==> src/rtl/uart9_pkg.sv <==
package uart9_pkg;
  localparam int DATA_W  = 8;
  localparam int ADDR_W  = 2;
  localparam int FRAME_W = DATA_W + 3;
  localparam int IDX_W   = $clog2(FRAME_W);

  localparam logic [ADDR_W-1:0] A_HOLD = 2'd0;
  localparam logic [ADDR_W-1:0] A_LINE = 2'd1;
  localparam logic [ADDR_W-1:0] A_FEAT = 2'd2;
  localparam logic [ADDR_W-1:0] A_SPEC = 2'd3;

  typedef struct packed {
    logic [DATA_W-1:0] data;
    logic              has_ninth;
    logic              ninth;
  } tx_item_t;

  // fld[0]=parity on, fld[1]=even, fld[2]=stick
  function automatic logic [1:0] pick_ninth(input logic [2:0] fld, input logic nine_en,
                                            input logic flag, input logic [DATA_W-1:0] d);
    logic [1:0] r;
    if (!fld[0])                       r = 2'b00;
    else if (nine_en && fld == 3'b111) r = {1'b1, flag};
    else if (fld[2])                   r = {1'b1, ~fld[1]};
    else if (fld[1])                   r = {1'b1, ^d};
    else                               r = {1'b1, ~^d};
    return r;
  endfunction
endpackage

==> src/rtl/uart9_ctrl.sv <==
module uart9_ctrl
  import uart9_pkg::*;
(
  input  logic              clk,
  input  logic              rst_n,
  input  logic              wr_fire,
  input  logic [ADDR_W-1:0] wr_addr,
  input  logic [DATA_W-1:0] wr_data,
  input  logic              hold_accept,
  output tx_item_t          cap_item,
  output logic              rx_enable
);
  logic [2:0] par_fld;
  logic       feat_en;
  logic       rx_off;
  logic       nine_en;
  logic       addr_flag;
  logic       spec_wr;
  logic [1:0] sel;

  assign spec_wr = wr_fire && (wr_addr == A_SPEC);

  always_ff @(posedge clk or negedge rst_n) begin
    if (!rst_n) begin
      par_fld   <= 3'b000;
      feat_en   <= 1'b0;
      rx_off    <= 1'b0;
      nine_en   <= 1'b0;
      addr_flag <= 1'b0;
    end else begin
      if (wr_fire && wr_addr == A_LINE) par_fld <= wr_data[5:3];
      if (wr_fire && wr_addr == A_FEAT) feat_en <= wr_data[4];
      if (spec_wr && feat_en) begin
        rx_off  <= wr_data[5];
        nine_en <= wr_data[6];
      end
      if (hold_accept)             addr_flag <= 1'b0;
      else if (spec_wr && feat_en) addr_flag <= wr_data[7];
    end
  end

  assign sel                = pick_ninth(par_fld, nine_en, addr_flag, wr_data);
  assign cap_item.data      = wr_data;
  assign cap_item.has_ninth = sel[1];
  assign cap_item.ninth     = sel[0];
  assign rx_enable          = ~rx_off;


  a_r6_flag_clears: assert property (@(posedge clk) disable iff (!rst_n)
    hold_accept |=> !addr_flag);

  a_r3_gated_write: assert property (@(posedge clk) disable iff (!rst_n)
    (spec_wr && !feat_en) |=> $stable({rx_off, nine_en, addr_flag}));
endmodule

==> src/rtl/uart9_hold.sv <==
module uart9_hold
  import uart9_pkg::*;
(
  input  logic     clk,
  input  logic     rst_n,
  input  logic     in_valid,
  output logic     in_ready,
  input  tx_item_t in_item,
  output logic     full,
  output tx_item_t item,
  input  logic     take
);
  assign in_ready = !full || take;

  always_ff @(posedge clk or negedge rst_n) begin
    if (!rst_n) begin
      full <= 1'b0;
      item <= '0;
    end else if (in_valid && in_ready) begin
      full <= 1'b1;
      item <= in_item;
    end else if (take) begin
      full <= 1'b0;
    end
  end


  a_r9_hold_kept: assert property (@(posedge clk) disable iff (!rst_n)
    (full && !take) |=> (full && $stable(item)));
endmodule

==> src/rtl/uart9_shift.sv <==
module uart9_shift
  import uart9_pkg::*;
(
  input  logic     clk,
  input  logic     rst_n,
  input  logic     baud_tick,
  input  logic     hold_full,
  input  tx_item_t hold_item,
  output logic     take,
  output logic     active,
  output logic     tx_o
);
  logic [FRAME_W-1:0] frame;
  logic [IDX_W-1:0]   idx;
  logic [IDX_W-1:0]   last;
  logic               finishing;

  assign finishing = active && baud_tick && (idx == last);
  assign take      = hold_full && baud_tick && (!active || finishing);

  always_ff @(posedge clk or negedge rst_n) begin
    if (!rst_n) begin
      active <= 1'b0;
      idx    <= '0;
      last   <= '0;
      frame  <= '1;
    end else if (take) begin
      active <= 1'b1;
      idx    <= '0;
      if (hold_item.has_ninth) begin
        frame <= {1'b1, hold_item.ninth, hold_item.data, 1'b0};
        last  <= IDX_W'(FRAME_W - 1);
      end else begin
        frame <= {2'b11, hold_item.data, 1'b0};
        last  <= IDX_W'(FRAME_W - 2);
      end
    end else if (finishing) begin
      active <= 1'b0;
    end else if (active && baud_tick) begin
      idx <= idx + 1'b1;
    end
  end

  assign tx_o = active ? frame[idx] : 1'b1;


  a_r2_start_low: assert property (@(posedge clk) disable iff (!rst_n)
    $rose(active) |-> !tx_o);

  a_r10_no_gap: assert property (@(posedge clk) disable iff (!rst_n)
    (finishing && hold_full) |=> active);
endmodule

==> src/rtl/uart9_tx.sv <==
module uart9_tx
  import uart9_pkg::*;
(
  input  logic              clk,
  input  logic              rst_n,
  input  logic              wr_valid,
  output logic              wr_ready,
  input  logic [ADDR_W-1:0] wr_addr,
  input  logic [DATA_W-1:0] wr_data,
  input  logic              baud_tick,
  output logic              tx,
  output logic              busy,
  output logic              rx_enable
);
  tx_item_t cap_item;
  tx_item_t hold_item;
  logic     hold_ready;
  logic     hold_full;
  logic     hold_accept;
  logic     take;
  logic     active;
  logic     is_hold;

  assign is_hold     = (wr_addr == A_HOLD);
  assign wr_ready    = is_hold ? hold_ready : 1'b1;
  assign hold_accept = wr_valid && is_hold && hold_ready;

  uart9_ctrl u_ctrl (
    .clk(clk), .rst_n(rst_n), .wr_fire(wr_valid && wr_ready),
    .wr_addr(wr_addr), .wr_data(wr_data), .hold_accept(hold_accept),
    .cap_item(cap_item), .rx_enable(rx_enable)
  );

  uart9_hold u_hold (
    .clk(clk), .rst_n(rst_n), .in_valid(wr_valid && is_hold),
    .in_ready(hold_ready), .in_item(cap_item), .full(hold_full),
    .item(hold_item), .take(take)
  );

  uart9_shift u_shift (
    .clk(clk), .rst_n(rst_n), .baud_tick(baud_tick), .hold_full(hold_full),
    .hold_item(hold_item), .take(take), .active(active), .tx_o(tx)
  );

  assign busy = hold_full || active;


  a_r1_idle_high: assert property (@(posedge clk) disable iff (!rst_n)
    !busy |-> tx);

  a_r9_busy_after_accept: assert property (@(posedge clk) disable iff (!rst_n)
    hold_accept |=> busy);
endmodule

==> config.mk <==
export PLATFORM = sky130hd
export DESIGN_NAME = uart9_tx
export DESIGN_NICKNAME = d
export VERILOG_FILES = /design/src/rtl/uart9_pkg.sv /design/src/rtl/uart9_ctrl.sv /design/src/rtl/uart9_hold.sv /design/src/rtl/uart9_shift.sv /design/src/rtl/uart9_tx.sv
export SDC_FILE = /design/constraint.sdc
export NUM_CORES = 1
export LEC_CHECK = 0
export ABC_AREA = 0
export BUFFER_PORTS_ARGS = -buffer_cell sky130_fd_sc_hd__buf_4
export CAP_MARGIN = 20
export CORE_MARGIN = 5
export CORE_UTILIZATION = 45
export DETAILED_ROUTE_END_ITERATION = 16
export PLACE_DENSITY_LB_ADDON = 0.1
export SYNTH_ARGS = -nofsm -noshare
export SYNTH_HDL_FRONTEND = slang
export SYNTH_HIERARCHICAL = 1
export SYNTH_SLANG_ARGS = --single-unit
==> constraint.sdc <==
create_clock -name clk -period 5 [get_ports clk]
set_clock_uncertainty 0.05 [all_clocks]
set_input_delay 0.5 -clock clk [delete_from_list [all_inputs] [get_ports clk]]
set_output_delay 0.5 -clock clk [all_outputs]
set_load 0.03 [all_outputs]
Word-level counts from Yosys, hierarchy flattened:

Cells that the tools add are included.

* memories: 0
* memory bits (writable): 0
* register bits: 38
* output and inout bits: 4
* memory bits (read-only): 0
* latch bits: 0
* input bits: 14
* word-level logic and storage cells: 67

* order comparisons: 1
* reduce and logical (&&, ||, !) cells: 25
* bitwise operators: 2
* divide/modulo/power cells: 0
* muxes and demuxes: 19
* $add $sub $neg: 1
* multipliers: 0
* eq/ne operators: 6
* shift operators: 0

Operator list (number)
* logical AND 1 bit: 12
* two-way mux 4 bit: 3
* two-way mux 1 bit: 10
* two-way mux 10 bit: 1
* two-way mux 2 bit: 4
* nonzero test 2 bit: 4
* XNOR reduction 8 bit: 1
* parity 8 bit: 1
* < comparator 4 x 5 -> 1 bit, second input constant: 1
* adder 4 x 1 -> 4 bit, second input constant: 1
* binary-select mux 1 bit (select 4 bit): 1
* == test 2 bit, second input constant: 2
* == test 4 bit: 1
* == test 3 bit, second input constant: 1
* logical OR 1 bit: 3
* == test 2 x 1 -> 1 bit, second input constant: 1
* zero test 1 bit: 2
* zero test 2 bit: 1
* inequality test 2 bit, second input constant: 1
* inverter 1 bit: 2
* AND reduction 2 bit: 1

Logic depth before layout (Yosys ltp):

* depth in word-level cells: 11
* gate-level depth with buffers: 11
* mapped depth without buffers: 9

Hierarchy:

The synthesis kept the hierarchy.

Modules (own cells, without submodules)
* uart9_shift: times used 1, area each 932.1 um2, cells each 74
* uart9_hold: times used 1, area each 465.4 um2, cells each 24
* uart9_ctrl: times used 1, area each 441.7 um2, cells each 41
* uart9_tx: times used 1, area each 42.5 um2, cells each 5

Least setup slack after synthesis:

No wires, ideal clock.

* kind: reg-to-output
* start point: register u_shift.idx[1]
* end point: output port wr_ready
* required time: 4.450 ns
* data arrival time: 1.964 ns
* setup slack: 2.486 ns
* cell stages (with the launch flop): 9
* cell sequence: dfrtp_1 -> clkbuf_1 -> xor2_1 -> o41a_1 -> nand3b_4 -> buf_6 -> inv_1 -> nand2b_4 -> or3_1

* word-level cells in the longest chain between the ends: 6

Ends and longest elaborated chain
* start: declaration: RTL line uart9_shift.sv:14 `logic [IDX_W-1:0] idx;`
* start signal: assignment: RTL line uart9_shift.sv:40 `idx <= idx + 1'b1;`
* == test 4 bit: RTL line uart9_shift.sv:18 `assign finishing = active && baud_tick && (idx == last);`
* logical AND 1 bit: RTL line uart9_shift.sv:18
* logical OR 1 bit: RTL line uart9_shift.sv:19 `assign take = hold_full && baud_tick && (!active || finishing);`
* logical AND 1 bit: RTL line uart9_shift.sv:19
* net take: RTL line uart9_tx.sv:20 `logic take;`
* logical OR 1 bit: RTL line uart9_hold.sv:13 `assign in_ready = !full || take;`
* net hold_ready: RTL line uart9_tx.sv:17 `logic hold_ready;`
* two-way mux 1 bit: RTL line uart9_tx.sv:25 `assign wr_ready = is_hold ? hold_ready : 1'b1;`
* end: declaration: RTL line uart9_tx.sv:7 `output logic wr_ready,`

The timed path passes the listed nets, and every way through them passes these cells.

Worst setup path in the final report:

* start point: register u_shift.idx[0]
* end point: output port wr_ready

Same word-level chain as after synthesis.

==> run metrics <==
status finished clean; Layout Nets 169; crit share post-route 59.0%; synthesized area per cell 13.1 um2; R2R Setup Slk 2.31 ns; initial DRC count 20; die area 5570 um2; critical-path cell list xor2_1 -> o41a_1 -> nand3b_4 -> inv_1 -> nand2b_4 -> or3_1 -> buf_4; TritonCTS clock tree done; DR vias 1114; crit-path max FO 14; Met3 Wirelength 134 um; H-tree levels 2; router iterations before antenna repair 4; top cells by area, synth dfrtp_1 (35%), dfstp_2 (14%), mux2_4 (12%); DR vias/cell 5.43; internal power 0.000809 W; Buf/Inv on CP 2; Gate power share 32.8%; combined area of the multi-input logic cells 848 um2; final setup TNS 0 ns; r2r endpoint u_ctrl/rx_off; Critical Path Start Type flip-flop; Setup CP Type reg2out; XOR/XNOR Fraction of Synth Area 4.65%; Layout fillers 352; Synth Area in Simple Gates 12.2%; most common cell after layout, fill and taps aside dfrtp_1; RSZ-0062 raised after global routing no; Post-CTS Setup Bufs 0; clk buf depth 2; Seq/Total Area, Yosys 48.5%; dpl cell area 1970 um2; highest-count cells in the layout ignoring fill and taps dfrtp_1 (26), buf_4 (17), mux2_4 (15); leakage power 0.963 nW; first-pass GRT wire length 5490 um; Total GRT Usage 13.2%; CP endpoint kind output port; stages on the worst setup path 7; post-synthesis mux area share 21.9%; M1 WL 1410 um; Netlist Area Pre-Place 1880 um2; synthesized-area fraction occupied by adder cells 0.665%; Crit path max-delay family simple AND/OR/NAND/NOR gates; Final GP Congestion 0.760; CP Data Required Time 4.45 ns; compound-cell area share of the yosys netlist 5.72%; Seq cells post-synth 36; critical path arrival 2.40 ns; max cap viols 0; worst rel slew slack 53.6%; WL met2 1560 um; main combinational cell family by area after synthesis multiplexers; vias in the first global route 1136; pre-CTS WS 2.30 ns; sw power 0.000375 W; Initial Utilization 46.7%; Reg2Reg Depth 8; master of the slowest instance on the critical path dfrtp_1; worst reg2reg startpoint u_shift/idx[0]; crit-path max cell delay 0.55 ns; Residual DRC 0; library cells used by synthesis 41; CTS buffer count 5; Slew @ Worst Pin 0.694 ns; post-cts repair resize count 0; Final Hold Violating Endpoints 0; io pins 18; total global routing overflow 0; Die X 74.7 um; Setup-failing EPs final 0; Core Box Area 4030 um2; initial antenna violation count 0; pin count of the biggest net entering global routing 37; clock slew at reported path FFs 0.07 ns; Mapped Nets 159; total number of placement rows 23; clock root buffer clkbuf_8; Tightest Hold Check Type in2async; clock sinks 36; final WL 3160 um; Clock power frac 21.3%; # port buffers 17; Post-Syn Instances 144; FF/Latch Area 913 um2; post-synth top area share 34.6%; Ys Warns 6; VDD IR-drop max 215 uV; CTS Hold Buffers Added 0; Yosys top cell by area dfrtp_1; Pins Over Slew Limit 0; antenna fix cells 0; remaining antenna violation count after routing 0; DP HPWL 2350 um; Layout area overhead 10.6%; Highest Signal Layer met4; min Tclk post-route 2.95 ns; Worst-Skew Late Latency 0.29 ns; Reg power frac 45.9%; routed length per placed instance 15.4 um; power density cells 569 nW/um2; layout cells sized above 1 40.0%; chip height 74.7 um; Sw Share 31.6%; Fmax 339 MHz; worst setup margin 2.05 ns; finished layout cell area 2080 um2
## Yosys cell counts (all sizes together)
| cell type | count |
|---|---|
| clkbuf | 2 |
| o21ai | 4 |
| a211oi | 1 |
| or3 | 3 |
| mux2 | 26 |
| and4bb | 1 |
| a32o | 1 |
| mux2i | 4 |
| inv | 5 |
| nand2b | 4 |
| nor3 | 1 |
| o41a | 1 |
| xnor2 | 7 |
| buf | 12 |
| or2 | 1 |
| a22o | 3 |
| nand2 | 7 |
| nor3b | 1 |
| nor2b | 3 |
| ha | 1 |
| o211ai | 1 |
| nand4 | 3 |
| nand3b | 3 |
| mux4 | 1 |
| nor2 | 1 |
| nor4 | 1 |
| a31oi | 1 |
| dfrtp | 26 |
| o31a | 1 |
| dfstp | 10 |
| and2 | 1 |
| o221ai | 1 |
| nand3 | 3 |
| xor2 | 3 |
## through the flow
stage	util, %	std cells	hold slack (ns)	power [W]
after floorplan	-	144	0.154	0.000867
after global placement	48.9	197	0.425	0.000930
after detailed placement	48.9	197	0.432	0.000945
after CTS	51.7	205	0.119	0.00120
after global routing	51.7	205	0.148	0.00126
final	51.7	205	0.103	0.00118
## how the worst max path moves through the flow
stage / start / endpoint
global placement: u_shift/idx[0] / u_ctrl/rx_off
CTS: u_shift/idx[0] / wr_ready
detailed placement: u_shift/idx[0] / u_ctrl/rx_off
floorplan: u_shift/idx[1] / wr_ready
global route: u_shift/idx[0] / wr_ready
finish: u_shift/idx[0] / wr_ready
## flip-flops by register name (all words and copies together), names as in the netlist
register and cells:
u_hold/item 10, u_shift/frame 10, u_shift/idx 4, u_ctrl/par_fld 3, u_shift/last 3, u_ctrl/addr_flag 1, u_ctrl/feat_en 1, u_ctrl/nine_en 1
u_ctrl/rx_off 1, u_hold/full 1, u_shift/active 1
## power groups by stage
| stage | logic, W | clock network (W) | registers, W |
|---|---|---|---|
| 6_report | 0.000389 | 0.000252 | 0.000543 |
| 5_1_grt | 0.000430 | 0.000271 | 0.000564 |
| 4_1_cts | 0.000395 | 0.000259 | 0.000547 |
| 3_5_place_dp | 0.000391 | 0 | 0.000553 |
| 3_3_place_gp | 0.000383 | 0 | 0.000548 |
| 2_1_floorplan | 0.000367 | 0 | 0.000500 |
## cell families after synthesis
| group | count (synthesis) |
|---|---|
| adders and majority gates | 1 |
| xor gates and xnor gates | 10 |
| AOI/OAI and AO/OA | 14 |
| buffers and inverters | 19 |
| and+or+nand+nor | 33 |
| DFF | 36 |
| muxes | 31 |
## routing by layer
| layer | track usage [%] | up-vias |
|---|---|---|
| met2 | 20.7 | 21 |
| met3 | 4.01 | 7 |
| li1 | - | 523 |
| met4 | 5.34 | 0 |
| met5 | 0 | - |
| met1 | 17.2 | 563 |
## final cells by class
class / instances / area share, %
clock buffer: 5 / 3.31
clock inverter: 3 / 2.04
inverter: 5 / 0.901
multi-input combinational: 89 / 40.7
sequential: 36 / 43.9
tap: 50 / 3.00
timing repair buffer: 17 / 6.13
Power figures use the tool's default switching activity.
